## src/rtl/fault_status_log.sv

```systemverilog
module fault_status_log #(
  parameter int AW = 40,
  parameter logic [18:0] TRAP_MASK = 19'h7FFFF
) (
  input  logic          clk,
  input  logic          rst_n,
  input  logic          evt_valid,
  input  logic [1:0]    evt_cls,
  input  logic [4:0]    evt_idx,
  input  logic [AW-1:0] evt_addr,
  input  logic [8:0]    evt_dsyn,
  input  logic [3:0]    evt_tsyn,
  input  logic          evt_xfer,
  input  logic          xfer_start,
  input  logic          priv_in,
  input  logic          wr_en,
  input  logic [63:0]   wr_data,
  input  logic          rd_sel,
  input  logic          int_en,
  output logic [63:0]   rd_data,
  output logic          err_pin,
  output logic          trap_req
);
  localparam int NS = 19;
  localparam int LO = 33;

  logic [NS-1:0] stk;
  logic          me, prv, lk, xhit;
  logic [4:0]    lk_idx;
  logic [1:0]    lk_cls;
  logic [AW-1:0] addr_q;
  logic [8:0]    dsyn_q;
  logic [3:0]    tsyn_q;

  wire [NS-1:0] clr    = wr_en ? wr_data[LO +: NS] : '0;
  wire          acc    = evt_valid && (evt_idx < 5'(NS)) && !(evt_xfer && xhit && !xfer_start);
  wire [NS-1:0] hit    = acc ? ({{(NS-1){1'b0}}, 1'b1} << evt_idx) : '0;
  wire          sev    = (evt_cls == 2'd1) || (evt_cls == 2'd2);
  wire          rpt    = acc && sev && |(hit & stk & ~clr);
  wire          unlock = lk && clr[lk_idx];
  wire          take   = acc && (!lk || unlock || (evt_cls > lk_cls));
  wire          unused_wr = ^{wr_data[63:54], wr_data[32:0]};

  always_ff @(posedge clk) begin
    if (!rst_n) begin
      stk    <= '0;
      me     <= 1'b0;
      prv    <= 1'b0;
      lk     <= 1'b0;
      lk_idx <= '0;
      lk_cls <= '0;
      addr_q <= '0;
      dsyn_q <= '0;
      tsyn_q <= '0;
      xhit   <= 1'b0;
    end else begin
      stk <= (stk & ~clr) | hit;
      if (rpt) me <= 1'b1;
      else if (wr_en && wr_data[53]) me <= 1'b0;
      if (acc) prv <= priv_in;
      else if (wr_en && wr_data[52]) prv <= 1'b0;
      if (take) begin
        lk     <= 1'b1;
        lk_idx <= evt_idx;
        lk_cls <= evt_cls;
        addr_q <= evt_addr;
        dsyn_q <= evt_dsyn;
        tsyn_q <= evt_tsyn;
      end else if (unlock) begin
        lk <= 1'b0;
      end
      if (xfer_start) xhit <= acc && evt_xfer;
      else if (acc && evt_xfer) xhit <= 1'b1;
    end
  end

  assign rd_data  = rd_sel ? {{(64-AW){1'b0}}, addr_q}
                           : {10'd0, me, prv, stk, 13'd0, tsyn_q, 7'd0, dsyn_q};
  assign err_pin  = stk[18] | stk[17];
  assign trap_req = int_en && |(stk & TRAP_MASK);
endmodule


```

## config.mk

```make
export PLATFORM = sky130hd
export DESIGN_NAME = fault_status_log
export DESIGN_NICKNAME = d
export VERILOG_FILES = /design/src/rtl/fault_status_log.sv
export SDC_FILE = /design/constraint.sdc
export NUM_CORES = 1
export LEC_CHECK = 0
export CAP_MARGIN = 20
export CORE_MARGIN = 5
export CORE_UTILIZATION = 46
export DETAILED_ROUTE_END_ITERATION = 16
export PLACE_DENSITY_LB_ADDON = 0.05
export SLEW_MARGIN = 0
export SYNTH_ARGS = -nofsm -noshare
export SYNTH_HDL_FRONTEND = slang
export SYNTH_SLANG_ARGS = --single-unit
```

## constraint.sdc

```tcl
create_clock -name clk -period 2.9 [get_ports clk]
set_clock_uncertainty 0.1 [all_clocks]
set_input_delay 0.29 -clock clk [delete_from_list [all_inputs] [get_ports clk]]
set_output_delay 0.29 -clock clk [all_outputs]
set_load 0.02 [all_outputs]
```

==> flow_summary_export.csv <==
group,metric,value,unit
routing,num_vias,3999,
sta,final_max_slew_viol_count,0,
routing,postRouteAntennaNets,0,
floorplanning,dieArea,11810,um2
global_route,first_global_vias,3878,
floorplanning,initial_core_util,46.46,%
routing,drt-vias-per-instance,5.018,
critical_path,cp_data_arrival_time,2.25,ns
yosys,synth.most_common_cell,"nand2_1",
critical_path,worstSetupStartpoint,"stk[16]",
critical_path,crit_type,"reg -> out",
yosys,async_flop_share,0,%
power_and_ir_drop,ir_worst_vdd,257.9,uV
global_route,grt_max_degree,80,
floorplanning,io_pins,199,
critical_path,worstRegToRegCells,8,
clock_network,cts_tree,"done",
critical_path,crit_end,"trap_req",
yosys,ys_warn_count,0,
sta,hold_violations,0,
yosys,syn_area,4478,um2
sta,setup_viol,0,
critical_path,worst_ep_required_time,2.51,ns
critical_path,endpoint_kind,"output port",
floorplanning,row_count,36,
placement,place_inst,782,
final_layout,drive_above_1_share,7.982,%
routing,drtPass1Iterations,4,
clock_network,clockBufferDepth,2,
yosys,synth_area_per_cell,8.449,um2
sta,tns,0,ns
yosys,synth_edf_count,0,
critical_path,timing.rr.end,"lk_idx[3]",
clock_network,cts_buffers,9,
final_layout,finalNetCount,795,
clock_network,post_cts_buffers,0,
global_route,antenna_found_initial,0,
final_layout,num_antenna_cells,0,
critical_path,path_max_fanout,3,
clock_network,htreeDepth,3,
power_and_ir_drop,p_leak,2.396,nW
power_and_ir_drop,p_per_area,439.9,nW/um2
sta,holdWs,0.3538,ns
global_route,grt_pass1_wl,18860,um
floorplanning,die_x,108.7,um
global_route,gr-usage-all-layers,20.16,%
clock_network,insertion_delay,0.35,ns
placement,dp_hpwl,8752,um
yosys,ys_seq_area_share,37.11,%
clock_network,cts-root-buf,"clkbuf_8",
final_layout,filler_cell_count,885,
global_route,overflow,0,
routing,wl_per_cell,14.92,um
clock_network,clock-sinks,83,
placement,portBuffers,145,
yosys,synth_cells,530,
final_layout,seqCellArea,1662,um2
clock_network,cts_resized,0,
routing,drcViolationCount,0,
yosys,yosys_most_used_dff,"dfxtp_1",
final_layout,multiInputGateArea,2550,um2
yosys,netlist.area_leader.share,37.11,%
routing,first_iter_violations,204,
sta,period_minus_slack,2.640,ns
placement,finalWeightedCongestion,0.9000,
sta,rsz0062_at_grt,"no",
yosys,synth_common_cells,"143 x nand2_1, 83 x dfxtp_1, 71 x mux2i_1, 25 x clkbuf_1",
run_status,outcome,"completed",
critical_path,worst_setup_path_start_kind,"register",
yosys,synth.ff_latch_count,83,
clock_network,hold_buffers,0,
routing,drt_wl_total,11900,um
final_layout,final_area,6190,um2
critical_path,r2r_slack,0.74,ns
sta,fmax,378.8,MHz
floorplanning,coreArea,9639,um2
yosys,synth.distinct_cells,39,
final_layout,syn2layout_area_growth,38.22,%
yosys,synth_area_leaders,"dfxtp_1 37%, mux2i_1 16%, nand2_1 12%",
worst_hold_path,hp-class,"reg -> reg",
final_layout,final_cells,797,
critical_path,r2r_start,"lk_idx[0]",
sta,worst_pin_slew,0.6338,ns
power_and_ir_drop,power,2.723,mW
job,maxCapViolCount,0,
floorplanning,die_y,108.7,um
sta,period_share,91.03,%
placement,place_area,5964,um2
clock_network,clk_pin_slew,0.08,ns
sta,slew_headroom,57.75,%
yosys,synth_area_leader_cell,"dfxtp_1",
-- cell usage in the layout (no fill, tap or decap), types with 5 or more instances in the layout --
cell	count
nand3_1	5
nor2_1	19
nand3b_1	5
conb_1	10
o21a_1	14
buf_4	10
and2_1	22
nor2b_1	22
a21boi_0	20
dfxtp_1	83
nor3_1	6
a21oi_1	9
mux2i_1	71
nand2_1	143
clkdlybuf4s50_1	143
mux2_2	21
clkbuf_8	11
-- worst min path at each step --
stage / slack (ns) / to / startpoint / cells past startpoint
after detailed placement: 0.34 / addr_q[30] / addr_q[30] / 2
after global placement: 0.34 / addr_q[1] / addr_q[1] / 2
after global routing: 0.37 / tsyn_q[0] / tsyn_q[0] / 2
final: 0.35 / addr_q[30] / addr_q[30] / 2
after floorplan: 0.33 / addr_q[10] / addr_q[10] / 2
after CTS: 0.36 / addr_q[30] / addr_q[30] / 2
-- state kept, by name (all words and copies together) (netlist names) --
name and flops:
stk 19, prv 1, lk_idx 5, dsyn_q 9, xhit 1, tsyn_q 4
lk_cls 2, addr_q 40, me 1, lk 1
-- where the power goes --
group / leakage (nW) / switching (mW) / internal (mW)
Sequential: 0.678 / 0.0304 / 1.20
Clock: 0.115 / 0.412 / 0.528
Combinational: 1.60 / 0.267 / 0.287
Total: 2.40 / 0.710 / 2.01
-- cell families after synthesis --
family	count (synthesis)	synth area share [%]
simple gates	235	23.69
mux	92	21.15
flops	83	37.11
compound gates	65	10.17
buf+inv	51	7.041
fa+ha+maj	2	0.5587
other cells	1	0.08374
xor+xnor	1	0.1956
-- per-layer routing --
metal / GRT usage (%) / wire length (um) / up-vias
met2: 33.50 / 5680 / 128
met5: 0 / 0 / -
li1: - / - / 2018
met4: 5.140 / 112 / 0
met1: 26.06 / 5243 / 1843
met3: 5.329 / 858 / 10
-- cell type report --
| cell class | instances | share of cell area [%] |
|---|---|---|
| tap | 133 | 2.689 |
| multi-input combinational | 405 | 41.20 |
| clock buffer | 11 | 2.446 |
| sequential | 83 | 26.84 |
| clock inverter | 4 | 1.193 |
| inverter | 4 | 0.2426 |
| timing repair buffer | 157 | 25.39 |
-- metrics by stage --
stage                     utilization (%)  setup WS, ns
after CTS                           64.21        0.1655
after floorplan                         -         1.041
final                               64.21        0.2601
after global placement              61.88        0.4130
after global routing                64.21        0.1653
after detailed placement            61.88        0.4218
-- critical path, stage by stage (launching register included) --
cell             delay [ns]
dfxtp_1                0.35
nor4_1                 0.35
nand2_1                0.12
nor4_1                 0.37
a31oi_1                0.14
clkdlybuf4s50_1        0.57
(Power assumes the default switching activity.)
